--- src/rtl/kbd_disp_io.sv ---
module kbd_disp_io #(
  parameter int ADDR_W = 16,
  parameter int DATA_W = 16,
  parameter int CHAR_W = 8,
  parameter logic [ADDR_W-1:0] IO_BASE = 16'hFE00
) (
  input  logic              clk,
  input  logic              rst_n,
  input  logic [ADDR_W-1:0] bus_addr,
  input  logic              bus_rd,
  input  logic              bus_wr,
  input  logic [DATA_W-1:0] bus_wdata,
  input  logic [DATA_W-1:0] mem_rdata,
  output logic [DATA_W-1:0] mdr_data,
  output logic              mem_sel,
  input  logic              key_strobe,
  input  logic [CHAR_W-1:0] key_code,
  output logic              disp_valid,
  output logic [CHAR_W-1:0] disp_char,
  input  logic              disp_done,
  output logic              kbd_irq,
  output logic              disp_irq
);
  localparam int RDY_BIT = DATA_W - 1;
  localparam int IE_BIT  = DATA_W - 2;
  localparam logic [ADDR_W-1:0] A_KSTAT = IO_BASE;
  localparam logic [ADDR_W-1:0] A_KCHAR = IO_BASE + ADDR_W'(2);
  localparam logic [ADDR_W-1:0] A_DSTAT = IO_BASE + ADDR_W'(4);
  localparam logic [ADDR_W-1:0] A_DCHAR = IO_BASE + ADDR_W'(6);

  logic              kbd_rdy, kbd_ie, disp_rdy, disp_ie;
  logic [CHAR_W-1:0] kbd_char;

  wire access = bus_rd | bus_wr;
  wire hit_ks = bus_addr == A_KSTAT;
  wire hit_kc = bus_addr == A_KCHAR;
  wire hit_ds = bus_addr == A_DSTAT;
  wire hit_dc = bus_addr == A_DCHAR;
  wire io_hit = hit_ks | hit_kc | hit_ds | hit_dc;

  wire rd_kchar  = bus_rd & hit_kc;
  wire wr_kstat  = bus_wr & hit_ks;
  wire wr_dstat  = bus_wr & hit_ds;
  wire key_take  = key_strobe & ~kbd_rdy;
  wire disp_take = bus_wr & hit_dc & disp_rdy;

  wire unused_wdata = ^{bus_wdata[RDY_BIT], bus_wdata[IE_BIT-1:CHAR_W]};

  assign mem_sel  = access & ~io_hit;
  assign kbd_irq  = kbd_rdy & kbd_ie;
  assign disp_irq = disp_rdy & disp_ie;

  wire [DATA_W-1:0] kstat_img = {kbd_rdy, kbd_ie, {(DATA_W-2){1'b0}}};
  wire [DATA_W-1:0] dstat_img = {disp_rdy, disp_ie, {(DATA_W-2){1'b0}}};
  wire [DATA_W-1:0] kchar_img = {{(DATA_W-CHAR_W){1'b0}}, kbd_char};
  wire [DATA_W-1:0] dchar_img = {{(DATA_W-CHAR_W){1'b0}}, disp_char};

  always_comb begin
    mdr_data = mem_rdata;
    if (bus_rd) begin
      if (hit_ks)      mdr_data = kstat_img;
      else if (hit_kc) mdr_data = kchar_img;
      else if (hit_ds) mdr_data = dstat_img;
      else if (hit_dc) mdr_data = dchar_img;
    end
  end

  always_ff @(posedge clk or negedge rst_n) begin
    if (!rst_n) begin
      kbd_rdy  <= 1'b0;
      kbd_ie   <= 1'b0;
      kbd_char <= '0;
    end else begin
      kbd_rdy <= key_take | (kbd_rdy & ~rd_kchar);
      if (key_take) kbd_char <= key_code;
      if (wr_kstat) kbd_ie <= bus_wdata[IE_BIT];
    end
  end

  always_ff @(posedge clk or negedge rst_n) begin
    if (!rst_n) begin
      disp_rdy   <= 1'b1;
      disp_ie    <= 1'b0;
      disp_char  <= '0;
      disp_valid <= 1'b0;
    end else begin
      disp_valid <= disp_take;
      if (disp_take) begin
        disp_rdy  <= 1'b0;
        disp_char <= bus_wdata[CHAR_W-1:0];
      end else if (disp_done) begin
        disp_rdy <= 1'b1;
      end
      if (wr_dstat) disp_ie <= bus_wdata[IE_BIT];
    end
  end
endmodule


--- config.mk ---
export PLATFORM = sky130hd
export DESIGN_NAME = kbd_disp_io
export DESIGN_NICKNAME = d
export VERILOG_FILES = /design/src/rtl/kbd_disp_io.sv
export SDC_FILE = /design/constraint.sdc
export NUM_CORES = 1
export LEC_CHECK = 0
export ABC_AREA = 1
export BUFFER_PORTS_ARGS = -buffer_cell sky130_fd_sc_hd__buf_2
export CAP_MARGIN = 25
export CORE_MARGIN = 4
export CORE_UTILIZATION = 39
export DETAILED_ROUTE_END_ITERATION = 8
export PLACE_DENSITY = 0.76
export SETUP_SLACK_MARGIN = 0.02
export SYNTH_ARGS = -nofsm -noshare
export SYNTH_HDL_FRONTEND = slang
export SYNTH_SLANG_ARGS = --single-unit
--- constraint.sdc ---
create_clock -name clk -period 1.2 [get_ports clk]
set_clock_uncertainty 0.2 [all_clocks]
set_input_delay 0.12 -clock clk [delete_from_list [all_inputs] [get_ports clk]]
set_output_delay 0.12 -clock clk [all_outputs]
set_load 0.02 [all_outputs]
==> results.txt <==
* Number of instances in the synthesized netlist: about 210
- The worst register-to-register path has a depth of 6.
- Crit Reg-Reg Startpoint: disp_rdy$_DFFE_PN1P_
- CP required: 0.88 ns
- Num ports: 90
- The Yosys step of the flow raised 0 warnings.
- In this run the power density over the cells is 657 mW/mm².
* Number of global-route vias before repair: 1942
* Outcome: finished with violations
- Timing would allow up to approximately 590 MHz.
- Fraction of final layout cells with drive strength greater than 1: 0.540
- In this run the most critical hold path is launched from key_strobe.
- Entering global routing, the biggest net connects 22 pins.
- Sequential cell area fraction in the yosys report: 0.356
* Critical path launch point type: input port
* Weighted congestion at the end of routability-driven global placement: ~0.8
- Including well taps, the total number of placed cells is 368.
- Setup repair after global routing could not meet its margin everywhere.
* Number of CTS-inserted buffers: 3
- Rows: 22
* Data arrival time of the critical path: 1.38 ns
* Static power due to leakage: 1.67 nW
- Max cap viols: 0
* Synth Net Count: 276
* Cell at the root of the clock tree: clkbuf_8
* Layout net count: roughly 420
- Capturing point of the worst reg2reg path: disp_char[7]$_DFFE_PN0P_
- Compared with the post-synthesis result, the final layout area differs by 102%.
- TritonCTS built the clock tree.
* Hold slack final: -0.00668 ns
- Failing checks: negative hold slack, negative setup slack
* Insertion delay to the later sink of the worst-skew pair: roughly 0.26 ns
- For hold timing, the worst endpoint is kbd_rdy$_DFF_PN0_.
* Avg WL per Cell: 14.5 µm
- Distinct cell type count after synthesis: 21
- The initial utilization of the core area, before any placement, comes to 0.404.
* Hold Path Stages: 3
- Worst Setup Slack, final: -0.504 ns
- In this run the worst hold path is classified as in2reg.
- Measured against its own limit, the worst slew margin works out to 0.670.
* Synthesized area: 0.00148 mm²
- Overall global routing resource usage: 0.229
- STA classifies the critical path endpoint as an output pin.
- Input and output buffers added on the ports amount to 82.
* Residual overflow from global routing: 0
- Transition at the pin with the smallest max-transition slack: 0.495 ns
- The design draws approximately 2.0 mW.
- Max Transition Viols Final: 0
- The worst path in the final design needs a cycle of 1.70 ns, including I/O delays and setup.
- Top fanout value on the critical path: 6
- Mean cell area of the mapped netlist: 6.91 µm²
- After routing the design area is just under 0.003 mm².
- Final setup violating endpoints: 43
- Hold Vio Cnt, Final: 1
- For this block, the via count after detailed routing is 2022.
- For this design, the sink count on the clock tree is 21.
- The repair_antennas step left the layout with diodes totalling 0.
- The die covers roughly 0.0048 mm².
* Remaining routing DRC violations: 0
- Placeable core area: around 0.0037 mm²
* Fin crit share: 1.42
* Count of fill cells added during filler insertion: ~200
- CTS H-tree lvls: 1
- Number of synthesized register bits: 21
* Register-to-register setup slack: -0.26 ns
* Die Span X: around 70 µm
* Number of violations reported at the end of detailed-routing iteration 0: between 100 and 150
* Number of detailed-routing iterations run before antenna repair: 4
* Maximum number of buffers from clock root to sink: 2
- Initial antenna violation count: 0
- The floorplan step set the die height to 69.6 µm.
- Wire length after detailed routing: 5920 µm
- Wire length of the first global-routing pass: 9010 µm
- The worst-case IR drop observed on VDD is 0.000955 V.
* Classification of the worst setup path: in2out
- Clock transition time at the flip-flop clock pins of the worst setup and hold paths: 0.08 ns
- The count of cells in the finished layout, fillers not included, comes to 409.
* Post-detailed-route via-to-cell ratio: roughly 4.9
* DRT antenna net count: 0
* Detailed placement HPWL: between 3000 and 4000 µm
- The sequential cells in the finished layout cover a total of 527 µm².
- After detailed placement, the total cell area comes to approximately 0.0022 mm².
- The multi-input combinational cells in the finished layout cover a total of slightly above 0.001 mm².
[cell usage after synthesis]
master | number | share of area
mux2_2 | 8 | 0.061
inv_1 | 30 | 0.076
nor2_8 | 2 | 0.027
o21ai_0 | 5 | 0.017
buf_2 | 2 | 0.0068
dfstp_2 | 1 | 0.018
a21oi_1 | 3 | 0.010
buf_6 | 1 | 0.0076
clkinv_1 | 1 | 0.0025
nand2_1 | 85 | 0.22
nand3_1 | 22 | 0.074
nand4_2 | 1 | 0.0085
nand4_1 | 2 | 0.0085
nand2_4 | 2 | 0.015
nor3_4 | 1 | 0.011
o21ai_1 | 1 | 0.0034
dfrtp_1 | 20 | 0.34
nand2_2 | 1 | 0.0042
nor2_1 | 13 | 0.033
nor2_2 | 5 | 0.021
nand3b_1 | 8 | 0.041
[through the flow]
| step | util | setup slack (ns) | TNS (ns) |
|---|---|---|---|
| 2_1_floorplan | - | -0.208 | -4.68 |
| 3_3_place_gp | 0.605 | -0.537 | -14.10 |
| 3_5_place_dp | 0.605 | -0.585 | -15.05 |
| 4_1_cts | 0.751 | -0.443 | -9.40 |
| 5_1_grt | 0.814 | -0.568 | -12.69 |
| 6_report | 0.814 | -0.504 | -10.64 |
[flip-flops by register name, indices dropped and copies added (netlist names)]
register / flops
kbd_rdy: 1
disp_ie: 1
kbd_char: 8
disp_valid: 1
kbd_ie: 1
disp_rdy: 1
disp_char: 8
[placed cells by master, fill, tap and decap left out, drive strengths merged]
master,count
buf,122
nand2,89
inv,28
o21ai,6
dfstp,1
nor2,21
clkinv,4
nand3b,8
dlygate4sd3,20
nand3,22
clkbuf,4
mux2,8
dfrtp,20
nand4,4
a21oi,3
nor3,1
[per-layer routing]
metal,vias to the layer above,track usage,wire length [µm],share of wire
met5,-,0,0,0
met4,0,0.0694,76,0.013
met3,10,0.0449,444,0.075
met2,95,0.401,3120,0.53
met1,949,0.282,2280,0.39
li1,968,-,-,-
[power breakdown]
part           leakage [nW]  internal [mW]  total, mW  switching (mW)
clock                0.0255          0.232      0.474           0.242
sequential            0.263          0.809      0.864          0.0551
combinational          1.38          0.331      0.621           0.290
total                  1.67           1.37       1.96           0.587
[worst max-delay path by stage]
stage	from	to	slack [ns]	cells past startpoint
after floorplan	bus_addr[8]	mdr_data[0]	-0.21	10
after global placement	bus_addr[8]	mdr_data[0]	-0.54	11
after detailed placement	bus_addr[8]	mdr_data[0]	-0.59	11
after CTS	disp_rdy$_DFFE_PN1P_	mdr_data[15]	-0.44	7
after global routing	bus_addr[8]	mdr_data[5]	-0.57	12
final	bus_addr[8]	mdr_data[5]	-0.50	12
[kinds of logic (layout without fill, tap and decap cells)]
family / count (synthesis) / in the layout / synth area share
mux: 8 / 8 / 0.0609
simple gates: 142 / 145 / 0.459
flops: 21 / 21 / 0.356
compound gates: 9 / 9 / 0.0304
buf+inv: 34 / 178 / 0.0931
[critical path, cell delays in order]
cell and delay [ns]:
buf_8 0.10, clkinv_8 0.03, nand4_1 0.08, buf_6 0.15, nor2_8 0.23, buf_8 0.16, nand3b_1 0.10, nand3_2 0.09
nand2_1 0.05, nand2_1 0.08, nand2_2 0.06, buf_6 0.13
[area by class of cell]
type,instances,area share
repair buffers,143,0.399
multi-input cells,162,0.344
flip-flops and latches,21,0.177
inverters,31,0.0449
well taps,48,0.0202
clock buffers,3,0.0139
clock inverters,1,0.00168
[what timing repair did]
item	CTS	global route
setup endpoints to repair	47	46
gates resized for setup	58	57
endpoints found under the hold margin	41	0
pin swaps	14	22
setup buffers	10	10
hold buffers	20	0
gates cloned	3	1
No activity file was read; power rests on OpenSTA's default activity.
